### src/rtl/bus_term_pkg.sv
package bus_term_pkg;
  typedef enum logic [2:0] {
    TERM_WAIT,
    TERM_NORMAL,
    TERM_RETRY,
    TERM_ERROR,
    TERM_ILLEGAL
  } term_e;
endpackage

### src/rtl/bus_term_classify.sv
module bus_term_classify
  import bus_term_pkg::*;
(
  input  logic  native_i,
  input  logic  ta_ni,
  input  logic  tea_ni,
  input  logic  tra_ni,
  output term_e term_o
);
  always_comb begin
    term_o = TERM_WAIT;
    if (!native_i) begin
      // legacy scheme: retry strobe unused
      case ({ta_ni, tea_ni})
        2'b11:   term_o = TERM_WAIT;
        2'b01:   term_o = TERM_NORMAL;
        2'b10:   term_o = TERM_ERROR;
        default: term_o = TERM_RETRY;
      endcase
    end else if (!tea_ni) begin
      term_o = TERM_ERROR;
    end else begin
      case ({ta_ni, tra_ni})
        2'b11:   term_o = TERM_WAIT;
        2'b01:   term_o = TERM_NORMAL;
        2'b10:   term_o = TERM_RETRY;
        default: term_o = TERM_ILLEGAL;
      endcase
    end
  end
endmodule

### src/rtl/bus_term_watchdog.sv
module bus_term_watchdog #(
  parameter int WD_W = 8
) (
  input  logic            clk_i,
  input  logic            rst_ni,
  input  logic [WD_W-1:0] limit_i,
  input  logic            clear_i,
  input  logic            tick_i,
  output logic            expired_o
);
  logic [WD_W-1:0] cnt_q;

  assign expired_o = (limit_i != '0) && (cnt_q >= limit_i);

  always_ff @(posedge clk_i or negedge rst_ni) begin
    if (!rst_ni)                   cnt_q <= '0;
    else if (clear_i)              cnt_q <= '0;
    else if (tick_i && !expired_o) cnt_q <= cnt_q + 1'b1;
  end
endmodule

### src/rtl/bus_term_beat.sv
module bus_term_beat #(
  parameter int BEATS  = 4,
  localparam int BEAT_W = $clog2(BEATS)
) (
  input  logic              clk_i,
  input  logic              rst_ni,
  input  logic              start_i,
  input  logic              line_i,
  input  logic              first_i,
  input  logic              burst_i,
  input  logic              advance_i,
  input  logic              end_i,
  output logic              active_o,
  output logic              burst_o,
  output logic [BEAT_W-1:0] beat_o
);
  localparam logic [BEAT_W-1:0] LAST = BEAT_W'(BEATS - 1);

  logic line_q;

  always_ff @(posedge clk_i or negedge rst_ni) begin
    if (!rst_ni) begin
      active_o <= 1'b0;
      burst_o  <= 1'b0;
      line_q   <= 1'b0;
    end else if (start_i) begin
      active_o <= 1'b1;
      burst_o  <= burst_i & line_i;
      line_q   <= line_i;
    end else if (end_i) begin
      active_o <= 1'b0;
    end
  end

  always_ff @(posedge clk_i or negedge rst_ni) begin
    if (!rst_ni)                          beat_o <= '0;
    else if (start_i && (first_i || !line_i)) beat_o <= '0;
    else if (advance_i && line_q)         beat_o <= (beat_o == LAST) ? '0 : beat_o + 1'b1;
  end
endmodule

### src/rtl/bus_term_decoder.sv
module bus_term_decoder
  import bus_term_pkg::*;
#(
  parameter int  WD_W   = 8,
  parameter int  BEATS  = 4,
  parameter bit  WD_EN  = 1'b1,
  localparam int BEAT_W = $clog2(BEATS)
) (
  input  logic              clk_i,
  input  logic              rst_ni,
  input  logic              native_i,
  input  logic              start_i,
  input  logic              line_i,
  input  logic              first_i,
  input  logic              burst_i,
  input  logic              ta_ni,
  input  logic              tea_ni,
  input  logic              tra_ni,
  input  logic [WD_W-1:0]   wd_limit_i,
  output logic              done_o,
  output logic              retry_o,
  output logic              berr_o,
  output logic              illegal_o,
  output logic [BEAT_W-1:0] beat_o
);
  localparam logic [BEAT_W-1:0] LAST = BEAT_W'(BEATS - 1);

  term_e             raw, res;
  logic              active, burst_q, wd_exp;
  logic              advance, cyc_end, tick, wd_clear, late;
  logic [BEAT_W-1:0] cur_beat;

  bus_term_classify u_classify (
    .native_i (native_i),
    .ta_ni    (ta_ni),
    .tea_ni   (tea_ni),
    .tra_ni   (tra_ni),
    .term_o   (raw)
  );

  bus_term_beat #(.BEATS(BEATS)) u_beat (
    .clk_i     (clk_i),
    .rst_ni    (rst_ni),
    .start_i   (start_i),
    .line_i    (line_i),
    .first_i   (first_i),
    .burst_i   (burst_i),
    .advance_i (advance),
    .end_i     (cyc_end),
    .active_o  (active),
    .burst_o   (burst_q),
    .beat_o    (cur_beat)
  );

  generate
    if (WD_EN) begin : g_wd
      bus_term_watchdog #(.WD_W(WD_W)) u_wd (
        .clk_i     (clk_i),
        .rst_ni    (rst_ni),
        .limit_i   (wd_limit_i),
        .clear_i   (wd_clear),
        .tick_i    (tick),
        .expired_o (wd_exp)
      );
    end else begin : g_no_wd
      assign wd_exp = 1'b0;
    end
  endgenerate

  assign late = (cur_beat != '0);

  always_comb begin
    res = raw;
    // retry only valid on the first long word of a line
    if (raw == TERM_RETRY && late) res = native_i ? TERM_WAIT : TERM_ERROR;
    if (res == TERM_WAIT && wd_exp) res = TERM_ERROR;
    if (!active) res = TERM_WAIT;
  end

  assign advance  = (res == TERM_NORMAL);
  assign cyc_end  = (res == TERM_ERROR) || (res == TERM_ILLEGAL) || (res == TERM_RETRY) ||
                    (advance && (!burst_q || cur_beat == LAST));
  assign tick     = active && (res == TERM_WAIT);
  assign wd_clear = start_i || advance || cyc_end;

  always_ff @(posedge clk_i or negedge rst_ni) begin
    if (!rst_ni) begin
      done_o    <= 1'b0;
      retry_o   <= 1'b0;
      berr_o    <= 1'b0;
      illegal_o <= 1'b0;
      beat_o    <= '0;
    end else begin
      done_o    <= (res == TERM_NORMAL);
      retry_o   <= (res == TERM_RETRY);
      berr_o    <= (res == TERM_ERROR) || (res == TERM_ILLEGAL);
      illegal_o <= (res == TERM_ILLEGAL);
      if (res != TERM_WAIT) beat_o <= cur_beat;
    end
  end

  assert_one_result_R13: assert property (@(posedge clk_i) disable iff (!rst_ni)
    $onehot0({done_o, retry_o, berr_o}));

  assert_illegal_is_error_R7: assert property (@(posedge clk_i) disable iff (!rst_ni)
    illegal_o |-> berr_o);

  assert_idle_quiet_R14: assert property (@(posedge clk_i) disable iff (!rst_ni)
    !active |=> !(done_o || retry_o || berr_o));

  assert_retry_first_beat_R8: assert property (@(posedge clk_i) disable iff (!rst_ni)
    retry_o |-> (beat_o == '0));

  assert_timeout_error_R11: assert property (@(posedge clk_i) disable iff (!rst_ni)
    (active && wd_exp && raw == TERM_WAIT) |=> berr_o);
endmodule

### config.mk
export PLATFORM = sky130hd
export DESIGN_NAME = bus_term_decoder
export DESIGN_NICKNAME = d
export VERILOG_FILES = /design/src/rtl/bus_term_pkg.sv /design/src/rtl/bus_term_classify.sv /design/src/rtl/bus_term_watchdog.sv /design/src/rtl/bus_term_beat.sv /design/src/rtl/bus_term_decoder.sv
export SDC_FILE = /design/constraint.sdc
export NUM_CORES = 1
export LEC_CHECK = 0
export ABC_AREA = 1
export BUFFER_PORTS_ARGS = -buffer_cell sky130_fd_sc_hd__buf_2
export CAP_MARGIN = 5
export CORE_ASPECT_RATIO = 1.75
export CORE_UTILIZATION = 35
export CTS_CLUSTER_SIZE = 28
export DETAILED_ROUTE_END_ITERATION = 8
export SYNTH_ARGS = -nofsm -noshare
export SYNTH_HDL_FRONTEND = slang
export SYNTH_SLANG_ARGS = --single-unit
### constraint.sdc
create_clock -name clk_i -period 4.2 [get_ports clk_i]
set_input_delay 0.42 -clock clk_i [delete_from_list [all_inputs] [get_ports clk_i]]
set_output_delay 0.42 -clock clk_i [all_outputs]
set_load 0.02 [all_outputs]
==> flow_summary.ini, run 1 <==
[route]
dr.first_iter.drc_count = 23
viasPerCell = 4.68
drt-wirelength-per-cell_um = 10.7
first_pass_iters = 4
ant_nets = 0
num_vias = 1156
routed_wirelength_mm = 2.64
drc = 0

[synthesis]
yosysWarnings = 0
netlist_area_sq_um = 1360
synth_compound_area_share_pct = 9.09
synth_commonest_cells = 38 x nand2_1, 26 x inv_1, 19 x dfrtp_1
synth.area.mux_share_pct = 0
synth_top_area_cell = dfrtp_1
synth_top_family_by_area = simple AND/OR/NAND/NOR gates
ys_seq_elements = 19
synth_xor_xnor_area_share_pct = 3.86
synth_most_common_cell = nand2_1
synth_top_flop_cell = dfrtp_1
ys_types = 27
synthSimpleGateAreaFrac_pct = 31.0
synth_edf_count = 0
synth_adder_area_share_pct = 11.9
synthArstFlopShare_pct = 100
yosys-top-cells-area = dfrtp_1 35%, ha_1 12%, nand2_1 10%, inv_1 7.2%, nand3_1 4.8%
avgSynthCellArea_sq_um = 7.83
synthCells = 174
yosysSeqAreaShare_pct = 34.9
synth_top_area_share_pct = 34.9
syn-num-nets = 205

[pwr]
total_power_mw = 0.459
p_clk_share_pct = 27.4
seqPwrFrac_pct = 45.3
switching_share_pct = 32.4
power.density_nw_per_um2 = 290
p_int_mw = 0.310
leakagePower_nw = 0.937
vdd_drop_max_mv = 0.186
pwr-share-comb_pct = 27.3
p_switching_mw = 0.149

[global_route]
grt_use_total_pct = 14.0
gr-total-overflow = 0
antenna_found_initial = 0
grt_pass1_wl_mm = 4.52
grt_max_degree = 20
grt_pass1_vias = 1138

[timing]
min_period_over_period_pct = 49.2
hold_viol_final = 0
tns_ns = 0
max_slew_margin_pct = 64.4
worstMarginPinSlew_ns = 0.531
finalMaxSlewViolations = 0
max_freq_ghz = 0.484
grt_setup_unrepaired = no
setup_violations = 0
finClkSkew_ns = 0.00150
min_period_ns = 2.07

[placement]
gp_congestion = 0.791
dp_hpwl_mm = 2.17
port_buffers = 23

[run_status]
status = complete, no violations

[cts]
clkLatencyLatePin_ns = 0.25
cts_made_buffers = 3
htree_levels = 1
clk_pin_slew_ns = 0.07
cts_tree = yes
ctsHoldBuffers = 0
post_cts_buffers = 0
clock-root-buffer = clkbuf_8
cts_resized = 0
clockBufferDepth = 2
cts.sinks = 19

[critical_path]
crit_fanout = 8
endpoint_kind = flop
arrival_ns = 2.26
rr_worst_depth = 14
required_ns = 4.39
rr_endpoint = g_wd.u_wd.cnt_q[6]
reg2reg_from = g_wd.u_wd.cnt_q[3]
ff2ff_setup_slack_ns = 2.13
crit_type = flop to flop
start_kind = flop

[die]
start_util_pct = 37.2
core_sq_um = 3660
die_area_sq_um = 4160
ioPinCount = 24
die_y_um = 84.5
die_w_um = 49.2
rows = 29

[cells_and_area]
drive_gt1_share_pct = 24.9
synthToLayoutAreaGrowth_pct = 16.0
seq_area_sq_um = 475
n_antenna_cell = 0
multiInputGateArea_sq_um = 762
fin_nets = 233
fillers = 389

[job]
cap_violations = 0

[worst_hold_path]
hold_path.class = input pin to async pin
metrics by stage:
stage	utilization (%)	setup WS (ns)	instances	hold slack, ns	instance area (sq um)
floorplan	-	2.18	174	0.124	1360
global placement	41.9	1.89	243	0.386	1540
detailed placement	41.9	1.88	243	0.395	1540
CTS	43.1	2.10	247	0.116	1580
global route	43.1	1.91	247	0.138	1580
finish	43.1	2.13	247	0.101	1580
logic make-up (layout without fill, tap and decap cells):
logic type	after synthesis	after routing
DFF	19	19
adders and majority gates	13	13
xor gates and xnor gates	6	6
AOI/OAI and AO/OA	17	17
buffers and inverters	33	60
and+or+nand+nor	86	86
critical path: stages, from the launching register on:
cell	delay (ns)
dfrtp_1	0.45
ha_1	0.31
nand2_1	0.08
inv_2	0.04
nand2_1	0.05
nand2_1	0.04
nand2_1	0.05
nand3_1	0.07
nand2_1	0.14
nor2_1	0.08
o21ai_2	0.16
nand2_1	0.13
nor2_4	0.21
nand3_1	0.12
nand2_1	0.07
how the worst max path moves through the flow:
stage,from,end,slack (ns),depth (start not counted)
floorplan,ta_ni,g_wd.u_wd.cnt_q[0],2.18,14
detailed placement,ta_ni,g_wd.u_wd.cnt_q[6],1.88,15
global route,g_wd.u_wd.cnt_q[3],g_wd.u_wd.cnt_q[6],1.91,14
CTS,g_wd.u_wd.cnt_q[3],g_wd.u_wd.cnt_q[6],2.10,14
finish,g_wd.u_wd.cnt_q[3],g_wd.u_wd.cnt_q[6],2.13,14
global placement,ta_ni,g_wd.u_wd.cnt_q[6],1.89,15
routing by layer:
| layer | track usage (%) | vias to the layer above | part of all wire [%] |
|---|---|---|---|
| li1 | - | 604 | - |
| met4 | 6.42 | 0 | 1.2 |
| met1 | 13.7 | 531 | 40 |
| met2 | 27.4 | 19 | 56 |
| met3 | 1.81 | 2 | 2.5 |
| met5 | 0 | - | 0 |
area by class of cell:
cell class / count / area share (%)
clock buffers: 4 / 2.85
inverters: 33 / 7.92
multi-input cells: 122 / 48.2
flip-flops and latches: 19 / 30.1
well taps: 46 / 3.64
repair buffers: 23 / 7.28
registers in the layout, indices dropped and copies added (netlist names):
| register | flops |
|---|---|
| illegal_o | 1 |
| u_beat.active_o | 1 |
| u_beat.line_q | 1 |
| beat_o | 2 |
| retry_o | 1 |
| g_wd.u_wd.cnt_q | 8 |
| berr_o | 1 |
| done_o | 1 |
| u_beat.beat_o | 2 |
| u_beat.burst_o | 1 |
power by group through the flow:
stage / Sequential (mW) / Clock, mW / Combinational (mW)
floorplan: 0.223 / 0 / 0.0750
global placement: 0.211 / 0 / 0.126
detailed placement: 0.211 / 0 / 0.127
CTS: 0.208 / 0.130 / 0.128
global route: 0.209 / 0.135 / 0.140
finish: 0.208 / 0.126 / 0.125
cells in the final DEF, fill, tap and decap left out, types with 3 or more instances in the layout:
master / count
nand2_2: 4
a21oi_1: 5
nand2_1: 38
o21ai_1: 4
inv_2: 6
inv_1: 26
clkbuf_8: 3
nand2_4: 4
buf_2: 23
o21ai_0: 3
nand3_1: 13
xor2_1: 4
ha_1: 13
nor2_1: 16
dfrtp_1: 19
No activity file was read; power rests on OpenSTA's default activity.
==> inputs of run 2 (changes only) <==
- clock period: 4.2 -> 2 ns (I/O delays scaled with it)
==> run 2 against run 1 <==
Net effect:
- sequential share of layout area shrank 4.6 points
- via count grew 9.8%
- setup slack worse by 2.0 ns
- power grew 130%
- combinational power grew to 2.7 times the previous value
- flip-flop and latch count unchanged
- largest cell class unchanged
==> flow_summary.ini, run 2 (synthesized netlist as in run 1, its figures left out) <==
[global_route]
grt_max_degree = 20
grt_pass1_wl_mm = 4.73
grt_use_met2_pct = 30.3
grt_pass1_vias = 1199
antenna_found_initial = 0
grt_use_met3_pct = 1.63
grtUsageMet1_pct = 13.1
busiest_layer = met2
grt_use_total_pct = 14.8
gr-total-overflow = 0

[critical_path]
arrival_ns = 2.10
crit_type = flop to flop
crit_fanout = 3
endpoint_kind = flop
critical_path_cell_count = 14
cpPeakStageDelay_ns = 0.43
required_ns = 2.19
cp_slowest_cell = dfrtp_1
worstPathCellList = ha_4, nand2_2, nand2_2, nand2_2, nand2_1, nand2_1, nand3_1, nand2_2, nor2_2, o21ai_2, nand2_2, buf_4, buf_4, o21ai_1
path_buf_inv = 2
rr_worst_depth = 14
cpMostUsedCell = nand2_2
cp_top_family = simple AND/OR/NAND/NOR gates
start_kind = flop

[pwr]
leakagePower_nw = 1.04
power.density_nw_per_um2 = 559
vdd_drop_max_mv = 0.435

[worst_hold_path]
hold_path.class = input pin to flop
min_path_cells = 3

[run_status]
status = complete, no violations

[timing]
min_period_over_period_pct = 95.4
final.setup.worst_slack_ns = 0.0912
grt_setup_unrepaired = yes
hold_viol_final = 0
max_freq_ghz = 0.524
hold_ws_ns = 0.180
tns_ns = 0
worstMarginPinSlew_ns = 0.509
min_period_ns = 1.91
finClkSkew_ns = 0.00312
setup_violations = 0
max_slew_margin_pct = 65.9
finalMaxSlewViolations = 0

[cells_and_area]
largest-register = g_wd.u_wd.cnt_q
stdcell_count = 268
fin_nets = 254
fillers = 378
synthToLayoutAreaGrowth_pct = 37.1
post-route-util_pct = 51.0
most-common-layout-cells = 31 x nand2_1, 24 x inv_1, 23 x buf_2, 20 x buf_4, 19 x dfrtp_1
n_antenna_cell = 0
largest_reg_flops = 8
drive_gt1_share_pct = 40.5
layout.cells.most_common = nand2_1
top_regs = g_wd.u_wd.cnt_q (8), beat_o (2), u_beat.beat_o (2)

[cts]
clockBufferDepth = 2
cts_tree = yes
cts_made_buffers = 3
clkLatencyLatePin_ns = 0.26
clk_pin_slew_ns = 0.07
htree_levels = 1
cts.sinks = 19
clock-root-buffer = clkbuf_8

[route]
first_pass_iters = 4
num_vias = 1269
drc = 0
viasPerCell = 4.74
drt-wirelength-per-cell_um = 11.1
dr.first_iter.drc_count = 15
ant_nets = 0
routed_wirelength_mm = 2.99

[placement]
dp_hpwl_mm = 2.25
gp_congestion = 0.772
place_ws_ns = -0.0438
port_buffers = 23
place_inst = 256

[die]
start_util_pct = 37.2
die_area_sq_um = 4160
rows = 29
die_w_um = 49.2
die_y_um = 84.5
ioPinCount = 24
core_sq_um = 3660

[job]
cap_violations = 0
run 2: final cells by class:
type / count / area, sq um / share of cell area (%)
clock inverters: 1 / 5.00 / 0.268
inverters: 33 / 125 / 6.70
clock buffers: 3 / 41.3 / 2.21
flip-flops and latches: 19 / 475 / 25.5
multi-input cells: 122 / 888 / 47.6
well taps: 46 / 57.6 / 3.08
repair buffers: 44 / 275 / 14.7
run 2: final timing paths:
kind | to | start | slack [ns]
max reg2reg | u_beat.active_o | g_wd.u_wd.cnt_q[1] | 0.09
min in group asynchronous | g_wd.u_wd.cnt_q[2] | rst_ni | 0.41
max | u_beat.active_o | g_wd.u_wd.cnt_q[1] | 0.09
max in group asynchronous | berr_o | rst_ni | 1.28
min reg2reg | u_beat.burst_o | u_beat.burst_o | 0.53
min | u_beat.burst_o | burst_i | 0.18
run 2: per-layer routing:
layer	vias up	wire length, um
met5	-	0
met4	0	62
met3	6	53
met2	21	1750
met1	595	1120
li1	647	-
run 2: where the power goes:
part / switching, mW / internal, mW
logic: 0.198 / 0.139
registers: 0.0213 / 0.417
clock network: 0.131 / 0.139
total: 0.350 / 0.695
run 2: worst reg2reg max path: stages (launching register included):
cell and delay [ns]:
dfrtp_1 0.43, ha_4 0.26, nand2_2 0.06, nand2_2 0.04
nand2_2 0.04, nand2_1 0.04, nand2_1 0.06, nand3_1 0.08
nand2_2 0.14, nor2_2 0.06, o21ai_2 0.14, nand2_2 0.11
buf_4 0.15, buf_4 0.12, o21ai_1 0.11
run 2: repair_timing:
item | in CTS | in global routing
endpoints found under the setup margin | 0 | 11
resized for setup | 0 | 23
hold endpoints to repair | 19 | 0
setup buffers | 0 | 7
hold buffers | 1 | 0
run 2: per-stage QoR:
step                      total power [mW]  instance area [sq um]
after floorplan                      0.625                   1360
after global placement               0.731                   1630
after detailed placement             0.732                   1630
after CTS                             1.01                   1690
after global routing                  1.11                   1870
final                                 1.04                   1870
==> inputs of run 3 (changes only) <==
- CORE_MARGIN: unset -> 5
- PLACE_DENSITY_LB_ADDON: unset -> 0.3
==> run 3 against run 2 <==
Net effect:
- largest power group unchanged
- utilization grew 0.50 points
- non-clock buffer count rose by 1
- design area increased by 5.5%
- via count up 0.16%
- sequential share of layout area shrank 1.3 points
- setup slack worse by 0.0096 ns
- clock-buffer cell count unchanged
- routed wire length increased by 4.2%
==> flow_summary.ini, run 3 (synthesized netlist as in run 1, its figures left out) <==
[run_status]
status = complete, no violations

[critical_path]
required_ns = 2.15
arrival_ns = 2.07
crit_type = flop to flop
cpPeakStageDelay_ns = 0.35
crit_fanout = 8
path_buf_inv = 3
cp_slowest_cell = dfrtp_1
cp_top_family = simple AND/OR/NAND/NOR gates
critical_path_cell_count = 13
rr_worst_depth = 13
endpoint_kind = flop
start_kind = flop
worstPathCellList = inv_1, ha_2, inv_1, nand2_4, o21bai_4, nand3_1, nor2_4, o21ai_2, nand2_2, nor2_4, buf_12, nand3_2, nand2_1

[cells_and_area]
post-route-util_pct = 51.5
seq_area_sq_um = 475
postLayoutCellArea_sq_um = 1970
n_antenna_cell = 0
largest-register = g_wd.u_wd.cnt_q
multiInputGateArea_sq_um = 952
most-common-layout-cells = 32 x nand2_1, 23 x inv_1, 23 x buf_2, 19 x dfrtp_1, 18 x buf_4
synthToLayoutAreaGrowth_pct = 44.6
largest_reg_flops = 8
fin_nets = 255
top_regs = g_wd.u_wd.cnt_q (8), beat_o (2), u_beat.beat_o (2)
stdcell_count = 271
fillers = 390
layout.cells.most_common = nand2_1
drive_gt1_share_pct = 45.3

[pwr]
vdd_drop_max_mv = 0.490
total_power_mw = 1.08
leakagePower_nw = 1.07
power.density_nw_per_um2 = 549

[timing]
max_freq_ghz = 0.521
min_period_ns = 1.92
max_slew_margin_pct = 65.6
finClkSkew_ns = 0.00256
min_period_over_period_pct = 95.9
hold_viol_final = 0
worstMarginPinSlew_ns = 0.514
setup_violations = 0
hold_ws_ns = 0.182
grt_setup_unrepaired = yes
finalMaxSlewViolations = 0

[global_route]
antenna_found_initial = 0
grt_pass1_wl_mm = 5.00
gr-total-overflow = 0
grt_use_total_pct = 11.7
grt_max_degree = 20
grt_pass1_vias = 1218

[route]
viasPerCell = 4.69
first_pass_iters = 4
drt-wirelength-per-cell_um = 11.5
dr.first_iter.drc_count = 21
ant_nets = 0
drc = 0
routed_wirelength_mm = 3.11
num_vias = 1271

[die]
die_w_um = 57.2
start_util_pct = 35.6
core_sq_um = 3830
ioPinCount = 24
die_y_um = 92.5
rows = 30
die_area_sq_um = 5290

[cts]
cts_made_buffers = 3
clk_pin_slew_ns = 0.07
clockBufferDepth = 2
cts_tree = yes
clkLatencyLatePin_ns = 0.26
htree_levels = 1
clock-root-buffer = clkbuf_8
cts.sinks = 19

[placement]
dp_hpwl_mm = 2.35
place_inst = 258
placed_area_sq_um = 1640
port_buffers = 23
gp_congestion = 0.775

[worst_hold_path]
hold_path.class = input pin to flop
min_path_cells = 2

[job]
cap_violations = 0
==> run 3: worst paths after layout <==
| path | from | to | slack, ns |
|---|---|---|---|
| worst max-delay path | u_beat.beat_o[0] | g_wd.u_wd.cnt_q[7] | 0.08 |
| worst min-delay path | start_i | u_beat.burst_o | 0.18 |
| worst max register to register | u_beat.beat_o[0] | g_wd.u_wd.cnt_q[7] | 0.08 |
| worst min register to register | u_beat.line_q | u_beat.line_q | 0.50 |
| max in group asynchronous | rst_ni | g_wd.u_wd.cnt_q[7] | 1.28 |
| min in group asynchronous | rst_ni | g_wd.u_wd.cnt_q[2] | 0.42 |
==> run 3: repair_timing <==
| action | 4_1_cts | 5_1_grt |
|---|---|---|
| gates resized for setup | 0 | 38 |
| buffers inserted | 0 | 8 |
| endpoints found under the setup margin | 0 | 12 |
| hold buffers | 1 | 0 |
| hold endpoints to repair | 19 | 0 |
==> run 3: area by class of cell <==
cell class | count | area share, %
clock buffers | 3 | 2.10
inverters | 33 | 6.35
clock inverters | 1 | 0.254
multi-input cells | 122 | 48.3
repair buffers | 45 | 15.8
flip-flops and latches | 19 | 24.1
well taps | 48 | 3.05
==> run 3: routing by layer <==
layer  routed length, um  track usage (%)  share of wire, %  vias to the layer above
met2                1810             21.7                58                       23
met1                1110             12.4                36                      590
met4                  93             5.22               3.0                        0
li1                    -                -                 -                      648
met5                   0                0                 0                        -
met3                 106             2.09               3.4                       10
==> run 3: where the power goes <==
group | internal [mW] | leakage, nW | switching (mW)
logic | 0.163 | 0.796 | 0.216
clock network | 0.138 | 0.0255 | 0.126
registers | 0.417 | 0.252 | 0.0213
total | 0.719 | 1.07 | 0.363
==> run 3: through the flow <==
| step | TNS (ns) | setup WS [ns] |
|---|---|---|
| 2_1_floorplan | 0 | 0.204 |
| 3_5_place_dp | -0.0254 | -0.0160 |
| 4_1_cts | 0 | 0.000287 |
| 6_report | 0 | 0.0816 |
| 5_1_grt | -0.443 | -0.0780 |
| 3_3_place_gp | 0 | 0.0190 |
